$ cat src/rtl/dtmr_pkg.sv
package dtmr_pkg;
  localparam int PSC_W   = 3;
  localparam int PSC_MAX = 4;

  typedef struct packed {
    logic [1:0] cap_en;
    logic       irq_en;
    logic [1:0] edge_sel;
    logic [2:0] psc;
  } ctrl_t;

  // log2 of the divide ratio for an internal prescaler code
  function automatic logic [4:0] psc_shift(input logic [2:0] code);
    return 5'(2 * (int'(code) + 1));
  endfunction
endpackage

$ cat src/rtl/dtmr_prescaler.sv
module dtmr_prescaler
  import dtmr_pkg::*;
#(
  parameter int MAX_SHIFT = 10
) (
  input  logic             clk,
  input  logic             rst_n,
  input  logic             run,
  input  logic             clr,
  input  logic [PSC_W-1:0] psc,
  output logic             tick
);
  localparam int PW = MAX_SHIFT;

  logic [PW-1:0] pcnt;
  logic [PW-1:0] lim;
  logic          internal;

  always_comb begin
    lim      = PW'((32'd1 << psc_shift(psc)) - 32'd1);
    internal = (int'(psc) <= PSC_MAX);
    tick     = run && internal && (pcnt == lim);
  end

  always_ff @(posedge clk) begin
    if (!rst_n || clr) begin
      pcnt <= '0;
    end else if (run && internal) begin
      pcnt <= tick ? '0 : pcnt + 1'b1;
    end
  end
endmodule

$ cat src/rtl/dtmr_counter.sv
module dtmr_counter #(
  parameter int W = 32
) (
  input  logic         clk,
  input  logic         rst_n,
  input  logic         tick,
  input  logic         load_en,
  input  logic [W-1:0] load_val,
  input  logic [W-1:0] reload_val,
  output logic [W-1:0] cnt,
  output logic         uflow
);
  assign uflow = tick && (cnt == '0);

  always_ff @(posedge clk) begin
    if (!rst_n) begin
      cnt <= '1;
    end else if (load_en) begin
      cnt <= load_val;
    end else if (uflow) begin
      cnt <= reload_val;
    end else if (tick) begin
      cnt <= cnt - 1'b1;
    end
  end
endmodule

$ cat src/rtl/dtmr_ctrl_regs.sv
module dtmr_ctrl_regs
  import dtmr_pkg::*;
#(
  parameter int W       = 32,
  parameter bit HAS_CAP = 1'b1,
  parameter bit HAS_EXT = 1'b0
) (
  input  logic         clk,
  input  logic         rst_n,
  input  logic         we,
  input  logic [1:0]   addr,
  input  logic [W-1:0] wdata,
  input  logic         uflow,
  output ctrl_t        ctrl_q,
  output logic [W-1:0] const_q,
  output logic [W-1:0] cap_q,
  output logic         flag_q,
  output logic         err_q,
  output logic         ctrl_wr,
  output logic         psc_chg
);
  function automatic logic ctrl_legal(input logic [W-1:0] d);
    logic ok;
    ok = 1'b1;
    if (d[2:0] == 3'd5) ok = 1'b0;
    if (d[2:0] >= 3'd6 && !HAS_EXT) ok = 1'b0;
    if (d[4:3] != 2'd0 && !HAS_EXT) ok = 1'b0;
    if (d[7:6] == 2'd1) ok = 1'b0;
    if (d[7] && !HAS_CAP) ok = 1'b0;
    if (d[9] && !HAS_CAP) ok = 1'b0;
    if (|d[W-1:10]) ok = 1'b0;
    return ok;
  endfunction

  logic ctrl_sel, cap_sel, ctrl_bad, cap_bad;

  always_comb begin
    ctrl_sel = we && (addr == 2'd2);
    cap_sel  = we && (addr == 2'd3);
    ctrl_wr  = ctrl_sel && ctrl_legal(wdata);
    ctrl_bad = ctrl_sel && !ctrl_legal(wdata);
    cap_bad  = cap_sel && !HAS_CAP;
    psc_chg  = ctrl_wr && (wdata[2:0] != ctrl_q.psc);
  end

  always_ff @(posedge clk) begin
    if (!rst_n) begin
      ctrl_q  <= '0;
      const_q <= '1;
      flag_q  <= 1'b0;
      err_q   <= 1'b0;
    end else begin
      if (ctrl_wr) ctrl_q <= ctrl_t'(wdata[7:0]);
      if (we && addr == 2'd0) const_q <= wdata;
      if (ctrl_wr && !wdata[8]) flag_q <= 1'b0;
      else if (uflow)           flag_q <= 1'b1;
      if (ctrl_bad || cap_bad) err_q <= 1'b1;
    end
  end

  generate
    if (HAS_CAP) begin : g_cap
      always_ff @(posedge clk) begin
        if (!rst_n)       cap_q <= '0;
        else if (cap_sel) cap_q <= wdata;
      end
    end else begin : g_nocap
      assign cap_q = '0;
    end
  endgenerate
endmodule

$ cat src/rtl/dtmr_channel.sv
module dtmr_channel
  import dtmr_pkg::*;
#(
  parameter int W         = 32,
  parameter bit HAS_CAP   = 1'b1,
  parameter bit HAS_EXT   = 1'b0,
  parameter int MAX_SHIFT = 10
) (
  input  logic         clk,
  input  logic         rst_n,
  input  logic         start,
  input  logic         reg_we,
  input  logic [1:0]   reg_addr,
  input  logic [W-1:0] reg_wdata,
  output logic [W-1:0] reg_rdata,
  output logic         irq,
  output logic         cfg_err
);
  ctrl_t        ctrl_q;
  logic [W-1:0] const_q, cap_q, cnt_q;
  logic         flag_q, ctrl_wr, psc_chg, tick, uflow, run, cnt_wr;

  assign cnt_wr = reg_we && (reg_addr == 2'd1);
  assign run    = start && !ctrl_wr;

  dtmr_ctrl_regs #(.W(W), .HAS_CAP(HAS_CAP), .HAS_EXT(HAS_EXT)) u_regs (
    .clk(clk), .rst_n(rst_n), .we(reg_we), .addr(reg_addr), .wdata(reg_wdata),
    .uflow(uflow), .ctrl_q(ctrl_q), .const_q(const_q), .cap_q(cap_q),
    .flag_q(flag_q), .err_q(cfg_err), .ctrl_wr(ctrl_wr), .psc_chg(psc_chg)
  );

  dtmr_prescaler #(.MAX_SHIFT(MAX_SHIFT)) u_pre (
    .clk(clk), .rst_n(rst_n), .run(run), .clr(psc_chg), .psc(ctrl_q.psc),
    .tick(tick)
  );

  dtmr_counter #(.W(W)) u_cnt (
    .clk(clk), .rst_n(rst_n), .tick(tick), .load_en(cnt_wr),
    .load_val(reg_wdata), .reload_val(const_q), .cnt(cnt_q), .uflow(uflow)
  );

  assign irq = flag_q && ctrl_q.irq_en;

  always_comb begin
    unique case (reg_addr)
      2'd0: reg_rdata = const_q;
      2'd1: reg_rdata = cnt_q;
      2'd2: reg_rdata = W'({flag_q, ctrl_q});
      default: reg_rdata = cap_q;
    endcase
  end
endmodule

$ cat config.mk
export PLATFORM = sky130hd
export DESIGN_NAME = dtmr_channel
export DESIGN_NICKNAME = d
export VERILOG_FILES = /design/src/rtl/dtmr_pkg.sv /design/src/rtl/dtmr_prescaler.sv /design/src/rtl/dtmr_counter.sv /design/src/rtl/dtmr_ctrl_regs.sv /design/src/rtl/dtmr_channel.sv
export SDC_FILE = /design/constraint.sdc
export NUM_CORES = 1
export LEC_CHECK = 0
export BUFFER_PORTS_ARGS = -buffer_cell sky130_fd_sc_hd__buf_4
export CORE_MARGIN = 2
export CORE_UTILIZATION = 60
export CTS_BUF_LIST = sky130_fd_sc_hd__clkbuf_8
export DETAILED_ROUTE_END_ITERATION = 10
export GPL_TIMING_DRIVEN = 0
export PLACE_DENSITY = 0.81
export SETUP_SLACK_MARGIN = 0.05
export SYNTH_ARGS = -nofsm -noshare
export SYNTH_HDL_FRONTEND = slang
export SYNTH_SLANG_ARGS = --single-unit
$ cat constraint.sdc
create_clock -name clk -period 4.7 [get_ports clk]
set_input_delay 0.705 -clock clk [delete_from_list [all_inputs] [get_ports clk]]
set_output_delay 0.705 -clock clk [all_outputs]
set_load 0.01 [all_outputs]
==> results of run 1 <==
[where the power goes]
part | switching (mW) | leakage, nW | total [mW] | internal [mW]
Combinational | 0.164 | 1.81 | 0.284 | 0.120
Sequential | 0.0366 | 0.946 | 1.06 | 1.02
Clock | 0.397 | 0.201 | 0.783 | 0.387
[worst max-delay path by stage]
stage / startpoint / end / slack (ps) / depth (start not counted)
global route: u_regs.ctrl_q[2] / u_cnt.cnt[31] / 1120 / 11
floorplan: u_regs.ctrl_q[2] / u_cnt.cnt[30] / 1820 / 10
CTS: reg_addr[1] / reg_rdata[0] / 1250 / 5
finish: reg_addr[1] / reg_rdata[0] / 1200 / 5
global placement: reg_addr[1] / reg_rdata[0] / 1280 / 5
detailed placement: reg_addr[1] / reg_rdata[0] / 1250 / 5
[Yosys cell counts, types with 3 or more instances]
master and count:
a21boi_0 39, a21oi_1 24, a31oi_1 15, a32oi_1 3, and2_1 4, and3_1 7, buf_2 7, buf_4 4
buf_6 3, clkbuf_1 46, dfxtp_1 116, ha_1 3, inv_1 7, mux2_2 3, mux2i_1 27, mux4_2 9
nand2_1 202, nand2b_1 5, nand3_1 40, nand4_1 7, nor2_1 51, nor3_1 12, nor3b_1 7, nor4_1 8
o211ai_1 15, o21a_1 3, o21ai_0 39, o21ai_1 11, o22a_1 3, o22ai_1 3, o2bb2ai_1 3, o32a_1 4
or3_1 6, or4_1 4, xnor2_1 7, xor2_1 19
[flip-flops by register name, summed over array words and instances (netlist names)]
register / flops
u_cnt.cnt: 32
u_pre.pcnt: 10
u_regs.cap_q: 32
u_regs.const_q: 32
u_regs.ctrl_q: 8
u_regs.err_q: 1
u_regs.flag_q: 1
[cells by family after synthesis]
kind of cell / synth area share, %
xor gates and xnor gates: 3.53
other: 0.0581
and+or+nand+nor: 28.7
adders and majority gates: 0.581
DFF: 36.0
muxes: 7.85
AOI/OAI and AO/OA: 18.6
buffers and inverters: 4.73
[stage by stage]
step	utilization, %	total power, mW	instances	setup slack (ps)
floorplan	-	1.22	815	1820
global placement	69.0	1.35	1021	1280
detailed placement	69.0	1.35	1021	1250
CTS	72.1	2.12	1053	1250
global route	72.1	2.20	1053	1120
finish	72.1	2.12	1053	1200
[layout make-up]
class	instances	area, um^2
plain buffers	62	279
clock inverters	12	51.3
fillers	884	2890
flip-flops and latches	116	2320
clock buffers	20	275
well taps	136	170
repair buffers	70	526
inverters	7	26.3
multi-input cells	630	3830
[critical path, cell delays in order]
cell	delay [ps]
buf_4	100
clkbuf_1	450
buf_1	740
mux4_2	620
buf_4	160
[metal layers]
metal | GRT usage (%) | share of wire, %
met5 | 0 | 0
met4 | 23.3 | 4.9
met3 | 10.8 | 11
met2 | 58.6 | 45
met1 | 49.0 | 39
==> impl_metrics.tcl, run 1 <==
set metrics [dict create \
    status "finished, final reports clean" \
    cts_buffers 17 \
    place_area_um2 7150 \
    r2r_start "u_regs.ctrl_q[2]" \
    finalCritPeriodShare_pct 74.4 \
    cts.htree.levels 4 \
    cp.required_ps 3990 \
    yosysTopAreaCell "dfxtp_1" \
    drv_cap 0 \
    setup-tns-final_ps 0 \
    place.gp.congestion 0.994 \
    overflow 0 \
    clkTransAtPathRegs_ps 60 \
    ir_worst_vdd_uv 234 \
    cts_setup_buffers 0 \
    clock_latency_ps 450 \
    grt_pass1_vias 6476 \
    max_freq_mhz 286 \
    area_growth_pct 15.8 \
    reg2reg_slack_ps 1290 \
    antenna_found_initial 0 \
    cp-start-kind "input pin" \
    worstPathArrival_ps 2790 \
    crit_fanout 10 \
    die_w_um 108 \
    whs_endpoint "u_regs.cap_q[20]" \
    post-dp-hpwl_um 15500 \
    drv_slew 0 \
    path_class "in -> out" \
    fin_area_um2 7480 \
    postCtsResizedCells 0 \
    ys_ff_latch 116 \
    syn_avg_cell_area_um2 7.92 \
    r2r-end "u_cnt.cnt[31]" \
    clk_path_buf_depth 2 \
    antenna_cells 0 \
    drt_pass1_iterations 7 \
    layout_commonest_cell "nand2_1" \
    seq_area_frac_synth_pct 36.0 \
    final_cell_mix "nand2_1 (202), dfxtp_1 (116), buf_4 (74)" \
    skew_ps 7.95 \
    grt_max_degree 17 \
    die-height_um 108 \
    rsz0062_at_grt "false" \
    postRouteAntennaNets 0 \
    p_leak_nw 2.96 \
    synth_warnings 0 \
    drtIter0Drc 862 \
    final_nets 945 \
    cellPowerDensity_nw_per_um2 284 \
    synthFlopType "dfxtp_1" \
    min-delay-start "u_regs.cap_q[20]" \
    via_per_inst 6.42 \
    grt_util_all_layers_pct 38.7 \
    ctsRootBufferMaster "clkbuf_8" \
    hold_path.class "reg -> reg" \
    vias 6764 \
    cts_hold_buf 0 \
    cts_tree "built" \
    finalSetupViolations 0 \
    cts.sinks 116 \
    end_kind "primary output" \
    synthCells 815 \
    layout_min_cycle_time_ps 3500 \
    drc 0 \
    synth_fp_nets 856 \
    hold_slack_ps 466 \
    synthDominantCellAreaShare_pct 36.0 \
    async_flop_share_pct 0 \
    start_util_pct 62.3 \
    hold_path_depth 2 \
    wire_per_inst_um 20.6 \
    syn_area_um2 6460 \
    core_um2 10400 \
    tightestPinTransition_ps 1050 \
    grt_pass1_wl_um 33900 \
    synth_area_leaders "dfxtp_1 (36%), nand2_1 (12%), a21boi_0 (4.5%), mux2i_1 (4.2%), mux4_2 (3.1%)" \
    slew_headroom_pct 30.1 \
    drive_gt1_share_pct 15.4 \
    ios 72 \
    die_area_um2 11600 \
    hold_viol 0 \
    ys_types 73 \
    ff2ff_path_depth 11 \
    wirelength_um 21700 \
    portBuffers 70 \
    synth_edf_count 0 \
    rows 37 \
]
Note: power is estimated with default switching activity, not from simulation.
==> run 2, diff against run 1 <==
clock period = 3.54 ns   (was 4.7 ns; I/O delays follow)
==> impl_metrics.tcl, run 2 (same netlist as run 1, synthesis figures left out) <==
set metrics [dict create \
    worstPathArrival_ps 3670 \
    antenna_cells 0 \
    drv_slew 0 \
    setup-tns-final_ps 0 \
    core_um2 10400 \
    cts_buffers 17 \
    clkTransAtPathRegs_ps 60 \
    slew_headroom_pct 30.6 \
    hold_slack_ps 325 \
    die_w_um 108 \
    fillers 884 \
    finalCritPeriodShare_pct 93.1 \
    cts.sinks 116 \
    multi_input_area_um2 3830 \
    ios 72 \
    cts_setup_buffers 0 \
    layout_min_cycle_time_ps 3300 \
    wirelength_um 21700 \
    place.gp.congestion 0.994 \
    vias 6793 \
    grt_max_degree 17 \
    area_growth_pct 15.9 \
    crit_fanout 10 \
    status "finished, final reports clean" \
    via_per_inst 6.44 \
    skew_ps 7.76 \
    grt_pass1_vias 6476 \
    p_leak_nw 2.96 \
    final_cell_mix "nand2_1 (202), dfxtp_1 (116), buf_4 (75)" \
    clock_latency_ps 450 \
    finalSetupViolations 0 \
    postRouteAntennaNets 0 \
    cp-start-kind "flop" \
    drtIter0Drc 964 \
    drc 0 \
    die_area_um2 11600 \
    cellPowerDensity_nw_per_um2 376 \
    clk_path_buf_depth 2 \
    ctsRootBufferMaster "clkbuf_8" \
    path_class "reg -> reg" \
    max_freq_mhz 303 \
    rsz0062_at_grt "false" \
    grt_util_all_layers_pct 38.7 \
    start_util_pct 62.3 \
    rows 37 \
    die-height_um 108 \
    ir_worst_vdd_uv 310 \
    antenna_found_initial 0 \
    drv_cap 0 \
    tightestPinTransition_ps 1040 \
    drt_pass1_iterations 6 \
    cts_hold_buf 0 \
    drive_gt1_share_pct 15.5 \
    wire_per_inst_um 20.6 \
    overflow 0 \
    seq_area_um2 2320 \
    post-dp-hpwl_um 15500 \
    cp.required_ps 3910 \
    hold_viol 0 \
    grt_pass1_wl_um 33900 \
    end_kind "flop" \
    hold_path.class "in -> reg" \
    reg_top3 "u_cnt.cnt x32, u_regs.cap_q x32, u_regs.const_q x32" \
    layout_commonest_cell "nand2_1" \
    portBuffers 70 \
    cts.htree.levels 4 \
    final_nets 946 \
    cts_tree "built" \
    postCtsResizedCells 0 \
]
[run 2: path summary, 6_finish.rpt]
kind         slack [ps]  depth (start not counted)              from            endpoint
min reg2reg         470                          2  u_regs.cap_q[20]    u_regs.cap_q[20]
max                 240                         13  u_regs.ctrl_q[2]        u_cnt.cnt[7]
min                 330                          3     reg_wdata[12]  u_regs.const_q[12]
max reg2reg         240                         13  u_regs.ctrl_q[2]        u_cnt.cnt[7]
[run 2: cell type report]
class / instances / area share [%]
Multi-Input combinational cell: 630 / 51.2
Timing Repair Buffer: 71 / 7.12
Sequential cell: 116 / 31.0
Buffer: 62 / 3.73
Clock inverter: 12 / 0.685
Clock buffer: 20 / 3.68
Tap cell: 136 / 2.27
Inverter: 7 / 0.351
[run 2: layer usage]
layer | track usage [%] | up-vias | part of all wire [%]
met5 | 0 | - | 0
met4 | 23.3 | 0 | 5.1
met3 | 10.8 | 105 | 11
met2 | 58.6 | 453 | 45
met1 | 49.0 | 3172 | 39
li1 | - | 3063 | -
[run 2: report_power, final]
part           internal, mW  total [mW]  switching, mW
clock network         0.513        1.03          0.521
registers              1.35        1.40         0.0488
logic                 0.160       0.379          0.219
total                  2.03        2.82          0.789
[run 2: per-stage QoR]
stage | setup WS, ps | total power [mW] | instances | instance area [um^2] | util [%]
final | 243 | 2.82 | 1054 | 7490 | 72.2
after global routing | 120 | 2.92 | 1054 | 7490 | 72.2
after CTS | 151 | 2.81 | 1053 | 7480 | 72.1
after detailed placement | 177 | 1.80 | 1021 | 7150 | 69.0
after global placement | 193 | 1.79 | 1021 | 7150 | 69.0
after floorplan | 665 | 1.62 | 815 | 6460 | -
[run 2: worst max-delay path, cell delays in order, from the launching register on]
cell,delay (ps)
dfxtp_1,370
buf_4,200
or3_1,370
ha_1,290
xor2_1,150
o221ai_1,120
a211o_1,320
nor4b_4,220
buf_4,200
and2_4,150
buf_6,160
buf_2,330
o211ai_1,150
a31oi_1,200
==> run 3, diff against run 2 <==
ABC_AREA = 1   (was not set)
CORE_ASPECT_RATIO = 1.25   (was not set)
==> impl_metrics.tcl, run 3 <==
set metrics [dict create \
    synthAdderAreaFrac_pct 0.535 \
    drv_cap 0 \
    final_cell_mix "nand2_1 (306), inv_1 (173), dfxtp_1 (116)" \
    portBuffers 71 \
    synth_top_family_by_area "simple AND/OR/NAND/NOR gates" \
    drc 0 \
    vias 7739 \
    ff2ff_path_depth 17 \
    start_util_pct 61.0 \
    drtIter0Drc 719 \
    overflow 0 \
    max_freq_mhz 335 \
    synthFlopType "dfxtp_1" \
    grt_pass1_wl_um 36400 \
    drive_gt1_share_pct 12.6 \
    cellPowerDensity_nw_per_um2 396 \
    ir_worst_vdd_uv 222 \
    antenna_cells 0 \
    clk_path_buf_depth 2 \
    area_growth_pct 16.1 \
    ctsRootBufferMaster "clkbuf_8" \
    syn_avg_cell_area_um2 6.27 \
    layout_min_cycle_time_ps 2980 \
    grt_max_degree 17 \
    ys_ff_latch 116 \
    synth_compound_area_share_pct 16.4 \
    ys_top_cells_by_count "nand2_1 (306), inv_1 (173), dfxtp_1 (116), nor2_1 (101), nand3_1 (88)" \
    layout_commonest_cell "nand2_1" \
    wirelength_um 23400 \
    p_leak_nw 3.94 \
    final_util_pct 70.8 \
    status "finished, final reports clean" \
    path_class "in -> out" \
    reg2reg_slack_ps 930 \
    synth_area_leaders "dfxtp_1 (33%), nand2_1 (16%), inv_1 (9.3%), nand3_1 (6.3%), nor2_1 (5.4%)" \
    die_area_um2 12600 \
    synth_xor_area_share_pct 3.25 \
    die-height_um 125 \
    synthCells 1119 \
    hold_path.class "in -> reg" \
    end_kind "primary output" \
    final_nets 1250 \
    drv_slew 0 \
    yosysTopAreaCell "dfxtp_1" \
    cp-start-kind "input pin" \
    synthDominantCellAreaShare_pct 33.1 \
    post-dp-hpwl_um 16700 \
    rsz0062_at_grt "false" \
    via_per_inst 5.69 \
    finalSetupViolations 0 \
    synth_fp_nets 1160 \
    slew_headroom_pct 48.3 \
    drt_pass1_iterations 8 \
    finalCritPeriodShare_pct 84.3 \
    hold_path_depth 3 \
    synth.most_common_cell "nand2_1" \
    ios 72 \
    ys_types 41 \
    rows 44 \
    cts_hold_buf 0 \
    layoutNonFillerInstCount 1360 \
    clock_latency_ps 460 \
    hold_viol 0 \
    tightestPinTransition_ps 775 \
    postCtsResizedCells 0 \
    place.gp.congestion 0.987 \
    cts_tree "built" \
    clkTransAtPathRegs_ps 80 \
    synth_warnings 0 \
    cts.sinks 116 \
    seq_area_frac_synth_pct 33.1 \
    skew_ps 15.7 \
    synth_mux_area_share_pct 0 \
    cp.required_ps 3010 \
    wire_per_inst_um 17.2 \
    cts_setup_buffers 0 \
    p_total_mw 3.23 \
    grt_pass1_vias 7039 \
    synth_edf_count 0 \
    core_um2 11500 \
    cts_buffers 17 \
    die_w_um 101 \
    fillers 1099 \
    synth-simple-area-share_pct 32.5 \
    cts.htree.levels 4 \
    reg_top3 "u_cnt.cnt x32, u_regs.cap_q x32, u_regs.const_q x32" \
    crit_fanout 10 \
    dp_cells 1328 \
    worstPathArrival_ps 2450 \
    async_flop_share_pct 0 \
    setup-tns-final_ps 0 \
    syn_area_um2 7010 \
    postRouteAntennaNets 0 \
    antenna_found_initial 0 \
    grt_util_all_layers_pct 37.7 \
]
==> run 3: cell types whose count changed in the layout (fill, tap and decap cells not counted), sizes merged, moves of 17 or more <==
cell | previous run | this run
clkbuf | 66 | 49
inv | 14 | 192
nor2 | 52 | 116
nand2 | 203 | 310
o221ai | 1 | 23
nand3 | 41 | 92
a21oi | 24 | 50
mux2i | 27 | 0
a21boi | 40 | 2
==> run 3: path summary, 6_finish.rpt <==
check                                 startpoint            endpoint
worst min-delay path               reg_wdata[22]  u_regs.const_q[22]
worst max register to register  u_regs.ctrl_q[2]       u_cnt.cnt[28]
worst min register to register   u_regs.cap_q[8]     u_regs.cap_q[8]
worst max-delay path                 reg_addr[1]        reg_rdata[4]
==> run 3: cells by family after synthesis <==
| kind of cell | count (synthesis) |
|---|---|
| and+or+nand+nor | 535 |
| buffers and inverters | 250 |
| AOI/OAI and AO/OA | 188 |
| DFF | 116 |
| xor gates and xnor gates | 26 |
| adders and majority gates | 3 |
| other | 1 |
==> run 3: stage by stage <==
stage	instance area, um^2	worst slack [ps]	hold WS (ps)
after floorplan	7010	1460	424
after detailed placement	7720	665	439
after global routing	8140	550	321
after global placement	7720	666	434
after CTS	8140	646	317
final	8140	557	320
==> run 3: worst max-delay path: stages <==
cell and delay [ps]:
buf_4 120, nor2_2 600, inv_2 190, clkbuf_1 400, o22ai_1 220, a21oi_1 100
o21ai_0 130, buf_4 150
==> run 3: area by class of cell <==
type	count	area (um^2)	share of cell area, %
Buffer	44	213	2.61
Clock buffer	18	248	3.04
Clock inverter	14	176	2.17
Inverter	206	774	9.51
Multi-Input combinational cell	753	3700	45.5
Sequential cell	116	2320	28.5
Tap cell	138	173	2.12
Timing Repair Buffer	71	533	6.55
==> run 3: where the power goes <==
part / leakage, nW / switching, mW / internal, mW
Combinational: 2.79 / 0.291 / 0.181
Clock: 0.199 / 0.622 / 0.722
Sequential: 0.950 / 0.0461 / 1.36
Total: 3.94 / 0.959 / 2.27
==> run 3: routing by layer <==
layer	vias up	wire length [um]	global-route usage (%)
met2	402	11100	62.6
li1	3730	-	-
met5	-	0	0
met4	0	1060	16.9
met1	3524	9190	47.5
met3	83	2020	5.78
